<file path="src/rtl/irq_latch_pkg.sv">
// Package: shared types for the latching interrupt controller.
// Assumes nothing beyond IEEE 1800-2017 enum support.
package irq_latch_pkg;

    // Acknowledge polarity of the status register.
    typedef enum logic {
        ACK_WRITE_ONE  = 1'b0,   // a written 1 clears the bit
        ACK_WRITE_ZERO = 1'b1    // a written 0 clears the bit
    } ack_mode_e;

endpackage

</file>
<file path="src/rtl/irq_edge_detect.sv">
// Module: irq_edge_detect
// Registers each request input and flags a low-to-high change.
// Assumes the inputs are already synchronous to clk.
module irq_edge_detect #(
    parameter int N = 32
) (
    input  logic         clk,
    input  logic         rst_n,
    input  logic [N-1:0] req_i,
    output logic [N-1:0] rise_o
);

    logic [N-1:0] prev_q;

    // Hold the previous-cycle value of every input.
    always_ff @(posedge clk) begin
        if (!rst_n) prev_q <= '0;
        else        prev_q <= req_i;
    end

    assign rise_o = req_i & ~prev_q;

endmodule

</file>
<file path="src/rtl/irq_mask_reg.sv">
// Module: irq_mask_reg
// Software-loaded enable word, one bit per source, cleared by reset.
// Assumes the write enable is already qualified by the select.
module irq_mask_reg #(
    parameter int N = 32
) (
    input  logic         clk,
    input  logic         rst_n,
    input  logic         wr_en,
    input  logic [N-1:0] wdata,
    output logic [N-1:0] mask_o
);

    // Load the whole word on a qualified write.
    always_ff @(posedge clk) begin
        if (!rst_n)     mask_o <= '0;
        else if (wr_en) mask_o <= wdata;
    end

endmodule

</file>
<file path="src/rtl/irq_status_bank.sv">
// Module: irq_status_bank
// Pending-request register. Per bit, the build parameters pick one of:
// tracking a level input, latching a level input, or latching a rising edge.
// A set and a clear on the same bit at the same edge leave the bit set.
// Assumes clr_i is already decoded into a per-bit clear request.
module irq_status_bank
    import irq_latch_pkg::*;
#(
    parameter int        N         = 32,
    parameter logic [N-1:0] LEVEL_MAP = '0,
    parameter ack_mode_e ACK_MODE  = ACK_WRITE_ONE
) (
    input  logic         clk,
    input  logic         rst_n,
    input  logic [N-1:0] req_i,
    input  logic [N-1:0] rise_i,
    input  logic [N-1:0] clr_i,
    output logic [N-1:0] stat_o
);

    localparam logic [N-1:0] FOLLOW_MAP = (ACK_MODE == ACK_WRITE_ONE) ? LEVEL_MAP : '0;

    logic [N-1:0] stat_nxt;

    // Next-state selection for every status bit.
    always_comb begin
        for (int i = 0; i < N; i++) begin
            if (FOLLOW_MAP[i])      stat_nxt[i] = req_i[i];
            else if (LEVEL_MAP[i])  stat_nxt[i] = req_i[i]  | (stat_o[i] & ~clr_i[i]);
            else                    stat_nxt[i] = rise_i[i] | (stat_o[i] & ~clr_i[i]);
        end
    end

    // Status register update.
    always_ff @(posedge clk) begin
        if (!rst_n) stat_o <= '0;
        else        stat_o <= stat_nxt;
    end

endmodule

</file>
<file path="src/rtl/irq_latch_ctrl.sv">
// Module: irq_latch_ctrl (top)
// Interrupt controller with a mask and a latched status word, a register port
// and one registered request to the core. ACK_MODE picks the acknowledge
// polarity; LEVEL_MAP marks level-type sources.
// Assumes register-port accesses are single-cycle and synchronous to clk.
module irq_latch_ctrl
    import irq_latch_pkg::*;
#(
    parameter int        N         = 32,
    parameter logic [N-1:0] LEVEL_MAP = '0,
    parameter ack_mode_e ACK_MODE  = ACK_WRITE_ONE
) (
    input  logic         clk,
    input  logic         rst_n,
    input  logic [N-1:0] irq_src,
    input  logic         spr_we,
    input  logic         spr_sel_mask,
    input  logic         spr_sel_stat,
    input  logic [N-1:0] spr_wdata,
    output logic [N-1:0] spr_rdata,
    output logic         cpu_irq
);

    logic [N-1:0] rise_vec;
    logic [N-1:0] mask_q;
    logic [N-1:0] stat_q;
    logic [N-1:0] clr_vec;
    logic         stat_wr;

    irq_edge_detect #(.N(N)) u_edge (
        .clk    (clk),
        .rst_n  (rst_n),
        .req_i  (irq_src),
        .rise_o (rise_vec)
    );

    irq_mask_reg #(.N(N)) u_mask (
        .clk    (clk),
        .rst_n  (rst_n),
        .wr_en  (spr_we & spr_sel_mask),
        .wdata  (spr_wdata),
        .mask_o (mask_q)
    );

    assign stat_wr = spr_we & spr_sel_stat;

    // Translate the write word into per-bit clears for the chosen polarity.
    generate
        if (ACK_MODE == ACK_WRITE_ZERO) begin : g_ack_zero
            assign clr_vec = stat_wr ? ~spr_wdata : '0;
        end else begin : g_ack_one
            assign clr_vec = stat_wr ? spr_wdata : '0;
        end
    endgenerate

    irq_status_bank #(.N(N), .LEVEL_MAP(LEVEL_MAP), .ACK_MODE(ACK_MODE)) u_stat (
        .clk    (clk),
        .rst_n  (rst_n),
        .req_i  (irq_src),
        .rise_i (rise_vec),
        .clr_i  (clr_vec),
        .stat_o (stat_q)
    );

    // Read multiplexer; the mask select has priority.
    always_comb begin
        if (spr_sel_mask)      spr_rdata = mask_q;
        else if (spr_sel_stat) spr_rdata = stat_q;
        else                   spr_rdata = '0;
    end

    // Registered request to the core.
    always_ff @(posedge clk) begin
        if (!rst_n) cpu_irq <= 1'b0;
        else        cpu_irq <= |(stat_q & mask_q);
    end

endmodule

</file>
<file path="config.mk">
export PLATFORM = sky130hd
export DESIGN_NAME = irq_latch_ctrl
export DESIGN_NICKNAME = d
export VERILOG_FILES = /design/src/rtl/irq_latch_pkg.sv /design/src/rtl/irq_edge_detect.sv /design/src/rtl/irq_mask_reg.sv /design/src/rtl/irq_status_bank.sv /design/src/rtl/irq_latch_ctrl.sv
export SDC_FILE = /design/constraint.sdc
export NUM_CORES = 1
export LEC_CHECK = 0
export BUFFER_PORTS_ARGS = -buffer_cell sky130_fd_sc_hd__buf_2
export CELL_PAD_IN_SITES_DETAIL_PLACEMENT = 0
export CELL_PAD_IN_SITES_GLOBAL_PLACEMENT = 1
export CORE_MARGIN = 3
export CORE_UTILIZATION = 42
export DETAILED_ROUTE_END_ITERATION = 8
export GPL_ROUTABILITY_DRIVEN = 0
export GPL_TIMING_DRIVEN = 1
export PLACE_DENSITY_LB_ADDON = 0.1
export SLEW_MARGIN = 10
export SYNTH_ARGS = -nofsm -noshare
export SYNTH_HDL_FRONTEND = slang
export SYNTH_SLANG_ARGS = --single-unit
</file>
<file path="constraint.sdc">
create_clock -name clk -period 2.3 [get_ports clk]
set_input_delay 0.23 -clock clk [delete_from_list [all_inputs] [get_ports clk]]
set_output_delay 0.23 -clock clk [all_outputs]
set_load 0.01 [all_outputs]
</file>
==> results.cfg <==
[status]
status = finished clean

[synth]
synth_cell_types = 18
yosys.area.top_type_share_pct = 49.6
yosys_register_bits = 97
syn_inst = 407
syn-num-nets = 476
synth_area_um2 = 3920
yosysSeqAreaShare_pct = 49.6
synth.largest_area_cell = dfxtp_1
yosysWarningCount = 0
avgSynthCellArea_um2 = 9.63
synth.top_cells.by_area = dfxtp_1, a22o_1, a21boi_0

[route]
vias = 3196
antenna_left = 0
vias_per_cell = 5.22
routedWlPerCell_um = 16.2
drc_errors = 0
dr.pass1.iters = 4
first_iter_violations = 190
wl_um = 9920

[floorplanning]
die_w_um = 103
rows = 34
die_area_um2 = 10500
core_region_area_um2 = 8890
ios = 102
die_h_um = 103
initial_core_util_pct = 44.1

[placed_design]
io_buffers = 101
dp_hpwl_um = 6850
dp.cells = 596

[cells_and_area]
fin_cells = 612
seqCellArea_um2 = 1940
multiInputGateArea_um2 = 1830
n_fill_cell = 849
area_delta_synth_final_pct = 20.5
insertedDiodeCount = 0
nets = 568
layout-drive-gt1-share_pct = 25.0

[setup_path]
critPathKind = input port to primary output
critPathMaxStageDelay_ns = 0.34
path_cells = buf_2 > buf_4 > a22o_1 > buf_2
endpoint_kind = primary output
critical-path-top-cell-by-count = buf_2
worst-path-buf-inv = 3
worst_path_max_delay_cell = buf_4
startpoint_type = input port
required_ns = 2.07
crit_family = buffers and inverters
cp_max_fo = 22
critPathArrivalTime_ns = 1.21

[power_and_ir_drop]
p_leak_nw = 2.02
powerDensity_nw_per_um2 = 747
vdd_ir_drop_max_mv = 0.479
total_power_mw = 3.53

[clock_tree]
clkSinkCount = 97
clk_pin_slew_ns = 0.10
post_cts_resized = 0
cts-buffers-inserted = 9
cts_setup_buffers = 0
root_buffer = clkbuf_8
hold_buffers = 0
insertion_delay_ns = 0.36
htreeDepth = 3
cts_tree = done
clockBufferDepth = 2

[timing]
rsz0062_at_grt = false
tightest_slew_ns = 0.484
min_period_over_period_pct = 62.7
setup-violations-final = 0
report.final.slew_viol_count = 0
fin_tns_setup_ns = 0
slew-limit-headroom_pct = 67.8
fmax_ghz = 0.693
finClkSkew_ns = 0.00815
hold_violations = 0
period_needed_ns = 1.44

[global_routing]
grt-ovfl-total = 0
grt_max_degree = 71
grt_pass1_wl_um = 15600
grt_antenna_before_repair = 0
grt_pass1_vias = 3062
grt_use_total_pct = 19.4

[worst_hold_path]
hold_class = input port to flip-flop

[job]
max_cap_viol_count = 0
==> path summary, 6_finish.rpt <==
kind                            end  depth (start not counted)         startpoint  slack [ns]
hold reg to reg   u_mask.mask_o[30]                          2  u_mask.mask_o[30]        0.47
hold / removal     u_edge.prev_q[9]                          2         irq_src[9]        0.07
setup reg to reg            cpu_irq                          3   u_stat.stat_o[5]        1.00
setup / recovery      spr_rdata[22]                          4       spr_sel_mask        0.86
==> sequential cells by signal (all words and copies together), names as in the netlist <==
register       cells
u_edge.prev_q     32
cpu_irq            1
u_mask.mask_o     32
u_stat.stat_o     32
==> Yosys cell counts <==
cell and n:
dfxtp_1 97, nand2_1 67, a21boi_0 34, and2_1 34, nor2b_1 32, o21a_1 32, a21boi_1 30, a22o_1 30
a22oi_1 16, buf_2 13, clkbuf_1 9, nand4_1 4, buf_6 3, buf_4 2, a22o_2 1, nor2b_2 1
o21ai_0 1, o41a_1 1
==> placed cells by master, fill, tap and decap left out <==
cell / synthesis / final
a21boi_0: 34 / 34
a21boi_1: 30 / 30
a22o_1: 30 / 30
a22o_2: 1 / 1
a22oi_1: 16 / 16
and2_1: 34 / 34
buf_12: 0 / 2
buf_2: 13 / 101
buf_4: 2 / 5
bufinv_16: 0 / 2
clkbuf_8: 0 / 9
clkinv_4: 0 / 2
dfxtp_1: 97 / 97
inv_6: 0 / 1
inv_8: 0 / 2
nand2_1: 67 / 67
nand4_1: 4 / 4
nor2b_1: 32 / 32
nor2b_2: 1 / 1
o21a_1: 32 / 32
o21ai_0: 1 / 1
o41a_1: 1 / 1
==> power breakdown <==
| part | leakage, nW | internal [mW] | switching (mW) |
|---|---|---|---|
| Sequential | 0.804 | 1.78 | 0.0662 |
| Clock | 0.118 | 0.635 | 0.635 |
| Combinational | 1.10 | 0.206 | 0.202 |
| Total | 2.02 | 2.62 | 0.903 |
==> stage by stage <==
step           util [%]  hold slack (ns)  setup WS, ns  area, um2
3_5_place_dp       50.5            0.445         0.875       4490
2_1_floorplan         -            0.352          1.19       3920
3_3_place_gp       50.5            0.441         0.877       4490
6_report           53.1           0.0687         0.857       4720
5_1_grt            53.1           0.0437         0.798       4720
4_1_cts            53.1           0.0515         0.872       4720
==> routing by layer <==
metal / vias to the layer above / track usage (%) / routed length (um)
met4: 0 / 4.84 / 125
li1: 1594 / - / -
met1: 1509 / 26.4 / 4710
met3: 8 / 5.41 / 529
met5: - / 0 / 0
met2: 85 / 30.4 / 4550
==> kinds of logic (layout without fill, tap and decap cells) <==
| family | Yosys count | in the layout | synth area share, % |
|---|---|---|---|
| flip-flops | 97 | 97 | 49.6 |
| AND/OR/NAND/NOR | 138 | 138 | 17.8 |
| AO/OA/AOI/OAI | 145 | 145 | 28.8 |
| buffers and inverters | 27 | 124 | 3.77 |
==> final cells by class <==
type | count | area share, %
Clock buffer | 9 | 2.62
Clock inverter | 7 | 2.31
Multi-Input combinational cell | 283 | 38.7
Sequential cell | 97 | 41.1
Tap cell | 108 | 2.86
Timing Repair Buffer | 108 | 12.4
No activity file was read; power rests on OpenSTA's default activity.
